--- src/rtl/flash_erase_pkg.sv ---
package flash_erase_pkg;

    localparam int BYTE_W = 8;
    localparam int KEY_W  = 11;

    localparam logic [KEY_W-1:0]  KEY_ADDR_A = 11'h555;
    localparam logic [KEY_W-1:0]  KEY_ADDR_B = 11'h2AA;
    localparam logic [BYTE_W-1:0] KEY_DATA_A = 8'hAA;
    localparam logic [BYTE_W-1:0] KEY_DATA_B = 8'h55;
    localparam logic [BYTE_W-1:0] OP_SETUP   = 8'h80;
    localparam logic [BYTE_W-1:0] OP_CHIP    = 8'h10;
    localparam logic [BYTE_W-1:0] OP_PROGRAM = 8'hA0;
    localparam logic [BYTE_W-1:0] WORD_BLANK = 8'hFF;
    localparam logic [BYTE_W-1:0] WORD_ZERO  = 8'h00;

    typedef enum logic [2:0] {
        CS_IDLE,
        CS_KEY1,
        CS_KEY2,
        CS_ARMED,
        CS_KEY3,
        CS_KEY4,
        CS_PROG
    } cmd_state_e;

    typedef enum logic [1:0] {
        PH_IDLE,
        PH_ZERO,
        PH_BLANK
    } erase_phase_e;

    typedef struct packed {
        cmd_state_e st;
    } dec_regs_t;

    typedef struct packed {
        logic [BYTE_W-1:0] rdata;
        logic              tog;
    } rd_regs_t;

endpackage

--- src/rtl/fe_cmd_decoder.sv ---
module fe_cmd_decoder
    import flash_erase_pkg::*;
#(
    parameter int ADDR_W = 11,
    parameter int IDX_W  = 4
) (
    input  logic              clk,
    input  logic              rst_n,
    input  logic              wr_en,
    input  logic [ADDR_W-1:0] addr,
    input  logic [BYTE_W-1:0] wdata,
    input  logic              busy,
    output logic              erase_go,
    output logic              prog_we,
    output logic [IDX_W-1:0]  prog_idx,
    output logic [BYTE_W-1:0] prog_data
);

    dec_regs_t q, d;
    logic hit_a, hit_b;

    assign hit_a = (addr[KEY_W-1:0] == KEY_ADDR_A);
    assign hit_b = (addr[KEY_W-1:0] == KEY_ADDR_B);

    always_comb begin
        d         = q;
        erase_go  = 1'b0;
        prog_we   = 1'b0;
        prog_idx  = addr[IDX_W-1:0];
        prog_data = wdata;
        if (busy) begin
            d.st = CS_IDLE;
        end else if (wr_en) begin
            d.st = CS_IDLE;
            unique case (q.st)
                CS_IDLE:  if (hit_a && wdata == KEY_DATA_A) d.st = CS_KEY1;
                CS_KEY1:  if (hit_b && wdata == KEY_DATA_B) d.st = CS_KEY2;
                CS_KEY2: begin
                    if (hit_a && wdata == OP_SETUP)        d.st = CS_ARMED;
                    else if (hit_a && wdata == OP_PROGRAM) d.st = CS_PROG;
                end
                CS_ARMED: if (hit_a && wdata == KEY_DATA_A) d.st = CS_KEY3;
                CS_KEY3:  if (hit_b && wdata == KEY_DATA_B) d.st = CS_KEY4;
                CS_KEY4:  if (hit_a && wdata == OP_CHIP)    erase_go = 1'b1;
                CS_PROG:  prog_we = 1'b1;
                default:  d.st = CS_IDLE;
            endcase
        end
    end

    always_ff @(posedge clk or negedge rst_n) begin
        if (!rst_n) q <= '{st: CS_IDLE};
        else        q <= d;
    end

endmodule

--- src/rtl/fe_erase_engine.sv ---
module fe_erase_engine
    import flash_erase_pkg::*;
#(
    parameter int DEPTH        = 16,
    parameter int CYC_PER_WORD = 3,
    parameter int IDX_W        = $clog2(DEPTH)
) (
    input  logic              clk,
    input  logic              rst_n,
    input  logic              start,
    output logic              busy,
    output logic              mem_we,
    output logic [IDX_W-1:0]  mem_idx,
    output logic [BYTE_W-1:0] mem_wdata
);

    localparam int CNT_W = $clog2(CYC_PER_WORD + 1);
    localparam logic [CNT_W-1:0] CNT_LAST = CNT_W'(CYC_PER_WORD - 1);
    localparam logic [IDX_W-1:0] IDX_LAST = IDX_W'(DEPTH - 1);

    typedef struct packed {
        erase_phase_e     phase;
        logic [IDX_W-1:0] idx;
        logic [CNT_W-1:0] cnt;
    } eng_regs_t;

    eng_regs_t q, d;

    always_comb begin
        d         = q;
        mem_we    = 1'b0;
        mem_idx   = q.idx;
        mem_wdata = (q.phase == PH_ZERO) ? WORD_ZERO : WORD_BLANK;
        unique case (q.phase)
            PH_IDLE: begin
                if (start) begin
                    d.phase = PH_ZERO;
                    d.idx   = '0;
                    d.cnt   = '0;
                end
            end
            PH_ZERO, PH_BLANK: begin
                if (q.cnt == CNT_LAST) begin
                    d.cnt  = '0;
                    mem_we = 1'b1;
                    if (q.idx == IDX_LAST) begin
                        d.idx   = '0;
                        d.phase = (q.phase == PH_ZERO) ? PH_BLANK : PH_IDLE;
                    end else begin
                        d.idx = q.idx + 1'b1;
                    end
                end else begin
                    d.cnt = q.cnt + 1'b1;
                end
            end
            default: d.phase = PH_IDLE;
        endcase
    end

    assign busy = (q.phase != PH_IDLE);

    always_ff @(posedge clk or negedge rst_n) begin
        if (!rst_n) q <= '{phase: PH_IDLE, idx: '0, cnt: '0};
        else        q <= d;
    end

endmodule

--- src/rtl/fe_array.sv ---
module fe_array
    import flash_erase_pkg::*;
#(
    parameter int DEPTH = 16,
    parameter int IDX_W = $clog2(DEPTH)
) (
    input  logic              clk,
    input  logic              we,
    input  logic              and_mode,
    input  logic [IDX_W-1:0]  widx,
    input  logic [BYTE_W-1:0] wdata,
    input  logic [IDX_W-1:0]  ridx,
    output logic [BYTE_W-1:0] rword
);

    logic [BYTE_W-1:0] words [DEPTH];

    for (genvar g = 0; g < DEPTH; g++) begin : g_word
        logic [BYTE_W-1:0] cell_q;
        always_ff @(posedge clk) begin
            if (we && widx == IDX_W'(g)) begin
                cell_q <= and_mode ? (cell_q & wdata) : wdata;
            end
        end
        assign words[g] = cell_q;
    end

    assign rword = words[ridx];

endmodule

--- src/rtl/flash_erase_ctl.sv ---
module flash_erase_ctl
    import flash_erase_pkg::*;
#(
    parameter int ADDR_W       = 11,
    parameter int DEPTH        = 16,
    parameter int CYC_PER_WORD = 3
) (
    input  logic              clk,
    input  logic              rst_n,
    input  logic              wr_en,
    input  logic [ADDR_W-1:0] addr,
    input  logic [7:0]        wdata,
    input  logic              rd_en,
    output logic [7:0]        rdata,
    output logic              busy
);

    localparam int IDX_W = $clog2(DEPTH);

    logic              erase_go, prog_we;
    logic [IDX_W-1:0]  prog_idx, eng_idx, arr_widx;
    logic [BYTE_W-1:0] prog_data, eng_wdata, arr_wdata, arr_rword;
    logic              eng_we, arr_we, arr_and;
    logic              eng_busy;

    fe_cmd_decoder #(.ADDR_W(ADDR_W), .IDX_W(IDX_W)) u_dec (
        .clk      (clk),
        .rst_n    (rst_n),
        .wr_en    (wr_en),
        .addr     (addr),
        .wdata    (wdata),
        .busy     (eng_busy),
        .erase_go (erase_go),
        .prog_we  (prog_we),
        .prog_idx (prog_idx),
        .prog_data(prog_data)
    );

    fe_erase_engine #(.DEPTH(DEPTH), .CYC_PER_WORD(CYC_PER_WORD), .IDX_W(IDX_W)) u_eng (
        .clk      (clk),
        .rst_n    (rst_n),
        .start    (erase_go),
        .busy     (eng_busy),
        .mem_we   (eng_we),
        .mem_idx  (eng_idx),
        .mem_wdata(eng_wdata)
    );

    always_comb begin
        arr_we    = eng_we | prog_we;
        arr_and   = !eng_we;
        arr_widx  = eng_we ? eng_idx   : prog_idx;
        arr_wdata = eng_we ? eng_wdata : prog_data;
    end

    fe_array #(.DEPTH(DEPTH), .IDX_W(IDX_W)) u_arr (
        .clk     (clk),
        .we      (arr_we),
        .and_mode(arr_and),
        .widx    (arr_widx),
        .wdata   (arr_wdata),
        .ridx    (addr[IDX_W-1:0]),
        .rword   (arr_rword)
    );

    rd_regs_t rq, rd;

    always_comb begin
        rd = rq;
        if (erase_go) rd.tog = 1'b0;
        if (rd_en) begin
            if (eng_busy) begin
                rd.rdata = {~WORD_BLANK[7], rq.tog, 3'b000, rq.tog, 2'b00};
                rd.tog   = ~rq.tog;
            end else begin
                rd.rdata = arr_rword;
            end
        end
    end

    always_ff @(posedge clk or negedge rst_n) begin
        if (!rst_n) rq <= '{rdata: '0, tog: 1'b0};
        else        rq <= rd;
    end

    assign rdata = rq.rdata;
    assign busy  = eng_busy;

endmodule

--- config.mk ---
export PLATFORM = sky130hd
export DESIGN_NAME = flash_erase_ctl
export DESIGN_NICKNAME = d
export VERILOG_FILES = /design/src/rtl/flash_erase_pkg.sv /design/src/rtl/fe_cmd_decoder.sv /design/src/rtl/fe_erase_engine.sv /design/src/rtl/fe_array.sv /design/src/rtl/flash_erase_ctl.sv
export SDC_FILE = /design/constraint.sdc
export NUM_CORES = 1
export LEC_CHECK = 0
export BUFFER_PORTS_ARGS = -buffer_cell sky130_fd_sc_hd__buf_2
export CAP_MARGIN = 0
export CORE_MARGIN = 4
export CORE_UTILIZATION = 67
export DETAILED_ROUTE_END_ITERATION = 10
export HOLD_SLACK_MARGIN = 0.02
export MAX_ROUTING_LAYER = met4
export PLACE_DENSITY = 0.86
export SYNTH_ARGS = -nofsm -noshare
export SYNTH_HDL_FRONTEND = slang
export SYNTH_SLANG_ARGS = --single-unit
--- constraint.sdc ---
create_clock -name clk -period 7 [get_ports clk]
set_clock_uncertainty 0.15 [all_clocks]
set_input_delay 1.05 -clock clk [delete_from_list [all_inputs] [get_ports clk]]
set_output_delay 1.05 -clock clk [all_outputs]
set_load 0.01 [all_outputs]
==> flow_summary.yaml, run 1 <==
outcome:
  status: "finished, final reports clean"
pwr:
  total_power_mw: 2.008
  cellPowerDensity_nw_per_um2: 245.0
  leakagePower_nw: 3.758
  ir_drop_v: 0.0002111
clock_tree:
  cts-htree-levels: 4
  clockBufferDepth: 2
  postCtsResizedCells: 0
  clk_latency_ns: 0.54
  cts_tree: "built"
  numCtsBuffers: 17
  post_cts_buffers: 0
  clk_pin_slew_ns: 0.07
  root_buffer: "clkbuf_8"
  clock_sinks: 148
  postCtsHoldBufs: 0
critical_path:
  crit_top_cell: "nor2_1"
  slowest_delay_ns: 0.73
  crit_slowest_cell: "nor2_1"
  worstPathMaxFanout: 15
  path_cells: "inv_1 -> ha_1 -> and3b_1 -> nand2_1 -> nor2_1 -> a31oi_1 -> nor2_1"
  end_kind: "flop"
  startpoint_type: "flop"
  required_ns: 7.02
  worstPathArrival_ns: 3.24
  crit_type: "flop to flop"
finish:
  drive_gt1_share_pct: 16.78
  fin_util_pct: 75.28
  layoutNonFillerInstCount: 724
  diodes: 0
  final_area_um2: 8197
  final_nets: 598
  area_growth_pct: 9.092
  fillers: 628
die:
  pin_count: 32
  initial_core_util_pct: 69.01
  die_h_um: 113.9
  die-area_um2: 12970
  die-width_um: 113.9
  core-area_um2: 10890
  num_rows: 38
routing:
  vias_per_cell: 7.406
  wirelength_mm: 19.05
  first_pass_iters: 7
  vias: 5362
  drtIter0Drc: 974
  antenna_left: 0
  wire_per_inst_um: 26.32
  drcViolationCount: 0
sta:
  relSlewSlack_pct: 23.80
  fin_tns_setup_ns: 0
  setup_violations: 0
  hold_viol: 0
  rsz0062_at_grt: "false"
  fin_ws_ns: 3.782
  tightest_slew_ns: 1.134
  drv_slew: 0
  period_minus_slack_ns: 3.218
  fmax_ghz: 0.3107
  whs_ns: 0.3186
  post-route-period-util_pct: 45.98
placed_design:
  hpwl_mm: 12.16
  io_buffers: 31
  place_inst: 692
  dp_slack_ns: 3.373
  dpl_cell_area_um2: 7606
  gp_congestion: 0.9747
grt:
  grt_antenna_before_repair: 0
  grt_usage_pct: 31.74
  overflow: 0
  grt_pass1_wl_mm: 29.85
  grt_max_degree: 77
  grt_pass1_vias: 5217
synth:
  ys_seq_area_share_pct: 57.82
  synthArstFlopShare_pct: 13.51
  synth_nets: 595
  yosysUniqueCellTypes: 59
  synth-edff-count: 128
  ys.flop_type: "edfxtp_1"
  avgSynthCellArea_um2: 13.23
  yosysWarningCount: 0
  synthCells: 568
  syn-cell-area_um2: 7513
  ys_ff_latch: 148
run:
  drv_cap: 0
hold_path:
  hold_class: "input pin to async pin"
path summary, 6_finish.rpt:
| kind | from | endpoint | slack (ns) | depth (start not counted) |
|---|---|---|---|---|
| max | u_eng.q[6]$_DFFE_PN0P_ | u_arr.g_word[6].cell_q[1]$_DFFE_PP_ | 3.78 | 7 |
| min reg2reg | u_eng.q[7]$_DFFE_PN0P_ | u_eng.q[7]$_DFFE_PN0P_ | 0.35 | 1 |
| max in group asynchronous | rst_n | rdata[7]$_DFFE_PN0P_ | 6.03 | 1 |
| min | rst_n | u_dec.q[1]$_DFFE_PN0P_ | 0.32 | 1 |
| min in group clk | u_eng.q[7]$_DFFE_PN0P_ | u_eng.q[7]$_DFFE_PN0P_ | 0.35 | 1 |
| max reg2reg | u_eng.q[6]$_DFFE_PN0P_ | u_arr.g_word[6].cell_q[1]$_DFFE_PP_ | 3.78 | 7 |
synth_stat cells, types with 2 or more instances:
cell type	instances	area share [%]
a21o_1	128	13
edfxtp_1	128	51
nor2_1	34	1.7
mux2i_1	32	4.3
nand2_1	26	1.3
buf_2	23	1.5
dfrtp_1	20	6.7
mux4_2	16	4.8
nor2b_1	12	1.0
a22oi_1	11	1.1
buf_4	11	1.1
clkbuf_1	10	0.50
inv_1	10	0.50
o211ai_1	7	0.70
nand3_1	6	0.40
a21oi_1	5	0.33
a221oi_1	5	0.58
and3_1	5	0.42
buf_1	5	0.25
nor3_1	5	0.33
a31oi_1	4	0.33
ha_1	4	0.67
nand4_1	4	0.33
nor4_1	4	0.33
buf_6	3	0.45
nand3b_1	3	0.30
nor3b_1	3	0.30
o21ai_0	3	0.20
o21ai_1	3	0.20
o221ai_1	3	0.35
a32o_1	2	0.27
and3b_1	2	0.23
and4bb_2	2	0.33
mux2_1	2	0.30
mux4_1	2	0.70
o31ai_1	2	0.20
area by class of cell:
| class | instances | area (µm²) | area share (%) |
|---|---|---|---|
| flip-flops and latches | 148 | 4344 | 53.00 |
| multi-input cells | 355 | 2838 | 34.62 |
| clock buffers | 21 | 439.2 | 5.358 |
| repair buffers | 38 | 207.7 | 2.534 |
| well taps | 140 | 175.2 | 2.137 |
| clock inverters | 11 | 151.4 | 1.847 |
| inverters | 11 | 41.29 | 0.5037 |
sequential cells by signal (all words and copies together), names as in the netlist:
register	count
rq	1
rdata	8
u_eng.q	4
u_eng.mem_idx	4
u_dec.q	3
u_arr.g_word.cell_q	128
per-layer routing:
layer / share of wire, % / vias up / wire length [µm] / track usage [%]
met3: 13 / 75 / 2484 / 7.109
met1: 36 / 2606 / 6948 / 42.19
li1: - / 2202 / - / -
met4: 3.0 / 0 / 571 / 12.43
met2: 47 / 479 / 9048 / 48.37
met5: 0 / - / 0 / -
report_power, final:
group / switching, mW / internal [mW]
clock: 0.365 / 0.555
sequential: 0.00667 / 0.958
combinational: 0.0747 / 0.0489
layout by cell type, fill, tap and decap left out, types with 5 or more instances in the layout:
| cell | netlist | final |
|---|---|---|
| buf_4 | 11 | 7 |
| a221oi_1 | 5 | 5 |
| clkbuf_16 | 0 | 16 |
| mux2i_1 | 32 | 32 |
| nor3_1 | 5 | 5 |
| edfxtp_1 | 128 | 128 |
| buf_2 | 23 | 31 |
| dfrtp_1 | 20 | 20 |
| a22oi_1 | 11 | 11 |
| nand2_1 | 26 | 26 |
| nor2_1 | 34 | 33 |
| a21o_1 | 128 | 128 |
| o211ai_1 | 7 | 7 |
| inv_1 | 10 | 10 |
| and3_1 | 5 | 5 |
| nor2b_1 | 12 | 8 |
| mux4_2 | 16 | 16 |
| nand3_1 | 6 | 6 |
| a21oi_1 | 5 | 5 |
cells by family after synthesis:
family	synth area share, %
AOI/OAI and AO/OA	18.45
DFF	57.82
buffers and inverters	4.646
and+or+nand+nor	8.360
adders and majority gates	0.6661
muxes	10.06
critical path, delay by kind of cell, from the launching register on:
kind	cells	cell delay (ns)
AND/OR/NAND/NOR	4	1.67
adder cells (fa/ha/maj)	1	0.43
flip-flops	1	0.38
AO/OA/AOI/OAI	1	0.13
buffers and inverters	1	0.07
Note: power is estimated with default switching activity, not from simulation.
==> run 2, diff against run 1 <==
- ABC_AREA: default -> 1
- CORE_UTILIZATION: 67 -> 56
- PLACE_DENSITY: 0.86 -> 0.76
- clock period: 7 -> 2.83 ns (I/O delays scaled with it)
==> flow_summary.yaml, run 2 <==
hold_path:
  hold_class: "input pin to flop"
  hold_end: "rq[0]$_DFF_PN0_"
  holdPathStages: 3
  hold_path.startpoint: "rd_en"
clock_tree:
  cts_tree: "built"
  clk_pin_slew_ns: 0.06
  clk_latency_ns: 0.42
  cts-htree-levels: 4
  postCtsResizedCells: 0
  root_buffer: "clkbuf_16"
  numCtsBuffers: 17
  clock_sinks: 148
  clockBufferDepth: 2
finish:
  fillers: 1135
  seqCellArea_um2: 4344
  drive_gt1_share_pct: 11.65
  final_cell_mix: "nand2_1, edfxtp_1, nand3_1"
  area_growth_pct: 12.38
  final_common_cell: "nand2_1"
  regMostFlops: "u_arr.g_word.cell_q"
  multi_input_area_um2: 2715
  largest_reg_flops: 128
  diodes: 0
  final_nets: 942
  layoutNonFillerInstCount: 1103
pwr:
  ir_drop_v: 0.0004582
  cellPowerDensity_nw_per_um2: 568.7
  p_sw_share_pct: 21.39
  power.share.sequential_pct: 47.5
  leakagePower_nw: 3.912
  pwr-share-clk_pct: 45.5
  combPwrFrac_pct: 6.9
  total_power_mw: 5.000
  p_int_mw: 3.931
  p_sw_mw: 1.069
die:
  die-width_um: 126.2
  core-area_um2: 13450
  die-area_um2: 15930
  pin_count: 32
  initial_core_util_pct: 58.16
  die_h_um: 126.2
  num_rows: 42
synth:
  synth_fa_ha_area_share_pct: 0.6397
  syn-cell-area_um2: 7824
  synthTopCellsByCount: "nand2_1, edfxtp_1, nand3_1"
  synth_nets: 919
  muxShareOfSynthArea_pct: 0
  synthTopCellsByArea: "edfxtp_1, nand2_1, nand3_1"
  synthXorXnorAreaFrac_pct: 0.1119
  yosysWarningCount: 0
  synth_top_family_by_area: "simple AND/OR/NAND/NOR gates"
  ys_seq_area_share_pct: 55.53
  synthCells: 892
  synth_compound_area_share_pct: 13.53
  avgSynthCellArea_um2: 8.771
  synth-edff-count: 128
  synthArstFlopShare_pct: 13.51
  synth_top_cell_area_share_pct: 49.13
  netlist.top_cell.by_area: "edfxtp_1"
  ys_ff_latch: 148
  synth_most_common_cell: "nand2_1"
  ys.flop_type: "edfxtp_1"
  yosysUniqueCellTypes: 29
  yosys.area_share.simple_pct: 20.26
sta:
  period_minus_slack_ns: 2.577
  rsz0062_at_grt: "false"
  tightest_slew_ns: 0.4528
  setup_violations: 0
  post-route-period-util_pct: 91.07
  drv_slew: 0
  fin_tns_setup_ns: 0
  relSlewSlack_pct: 69.82
  hold_viol: 0
  fmax_ghz: 0.3880
outcome:
  status: "finished, final reports clean"
critical_path:
  worstPathArrival_ns: 2.56
  reg2reg_depth: 9
  timing.rr.end: "u_arr.g_word[12].cell_q[7]$_DFFE_PP_"
  end_kind: "flop"
  reg2reg_slack_ns: 0.25
  r2r-start: "u_eng.q[6]$_DFFE_PN0P_"
  startpoint_type: "flop"
  worstPathMaxFanout: 12
  crit_type: "flop to flop"
  required_ns: 2.81
routing:
  drtIter0Drc: 778
  antenna_left: 0
  vias_per_cell: 5.870
  wirelength_mm: 19.56
  vias: 6475
  first_pass_iters: 5
  drcViolationCount: 0
  wire_per_inst_um: 17.74
placed_design:
  hpwl_mm: 13.65
  place_inst: 1071
  io_buffers: 31
  gp_congestion: 0.9144
grt:
  grt_usage_pct: 26.00
  overflow: 0
  grt_antenna_before_repair: 0
  grt_pass1_wl_mm: 31.66
  grt_max_degree: 83
  grt_pass1_vias: 5996
run:
  drv_cap: 0
run 2: cell count changes after synthesis, sizes merged, moves of 29 or more:
cell,delta
nand2,+158
nand3,+113
a21o,-128
inv,+107
o21ai,+116
a21oi,+29
mux2i,-32
run 2: worst max-delay path by stage:
stage / startpoint / endpoint / cells after the start
after floorplan: u_eng.q[6]$_DFFE_PN0P_ / u_arr.g_word[10].cell_q[0]$_DFFE_PP_ / 12
after global placement: u_eng.q[6]$_DFFE_PN0P_ / u_arr.g_word[12].cell_q[1]$_DFFE_PP_ / 9
after detailed placement: u_eng.q[6]$_DFFE_PN0P_ / u_arr.g_word[13].cell_q[1]$_DFFE_PP_ / 9
after CTS: u_eng.q[6]$_DFFE_PN0P_ / u_arr.g_word[13].cell_q[1]$_DFFE_PP_ / 9
after global routing: u_eng.q[6]$_DFFE_PN0P_ / u_arr.g_word[13].cell_q[7]$_DFFE_PP_ / 9
final: u_eng.q[6]$_DFFE_PN0P_ / u_arr.g_word[12].cell_q[7]$_DFFE_PP_ / 9
run 2: critical path: stages (launching register included):
cell and delay [ns]:
dfrtp_1 0.37, inv_1 0.07, ha_1 0.38, inv_2 0.09
nor2_4 0.14, nand2_2 0.20, o21ai_2 0.35, nand3_1 0.17
nor2_1 0.17, buf_4 0.19
run 2: cell type report:
class	instances	share of cell area, %
Inverter	120	5.123
Clock buffer	18	4.881
Sequential cell	148	49.41
Tap cell	176	2.505
Clock inverter	13	1.878
Multi-Input combinational cell	561	30.88
Timing Repair Buffer	67	5.322
run 2: cells by family (layout without fill, tap and decap cells):
kind of cell | count (synthesis) | count (layout)
XOR/XNOR | 1 | 1
flip-flops | 148 | 148
AND/OR/NAND/NOR | 366 | 366
buffers and inverters | 183 | 218
AO/OA/AOI/OAI | 190 | 190
adder cells (fa/ha/maj) | 4 | 4
run 2: timing repair:
item                                    4_1_cts  5_1_grt
endpoints found under the setup margin        0        0
hold buffers                                  1        0
buffers inserted                              0        0
hold endpoints to repair                     20        0
run 2: through the flow:
stage,cell area [µm²],worst slack [ns],util [%],hold slack [ns]
floorplan,7824,0.4438,-,-0.02109
detailed placement,8188,0.2890,60.86,0.2462
finish,8792,0.2528,65.36,0.1665
global placement,8188,0.3254,60.86,0.2434
CTS,8792,0.2697,65.36,0.1563
global route,8792,0.04055,65.36,0.1892
run 2: per-layer routing:
metal	wire (µm)	up-vias	GRT usage [%]
met1	8357	3015	36.80
li1	-	3065	-
met5	0	-	-
met2	8770	335	37.06
met4	625	0	10.41
met3	1809	60	5.207
run 2: power by group through the flow:
stage	registers (mW)	logic [mW]	clock network, mW
global route	2.38	0.382	2.41
CTS	2.38	0.343	2.29
floorplan	2.42	0.233	0
detailed placement	2.42	0.339	0
finish	2.38	0.347	2.28
global placement	2.42	0.333	0
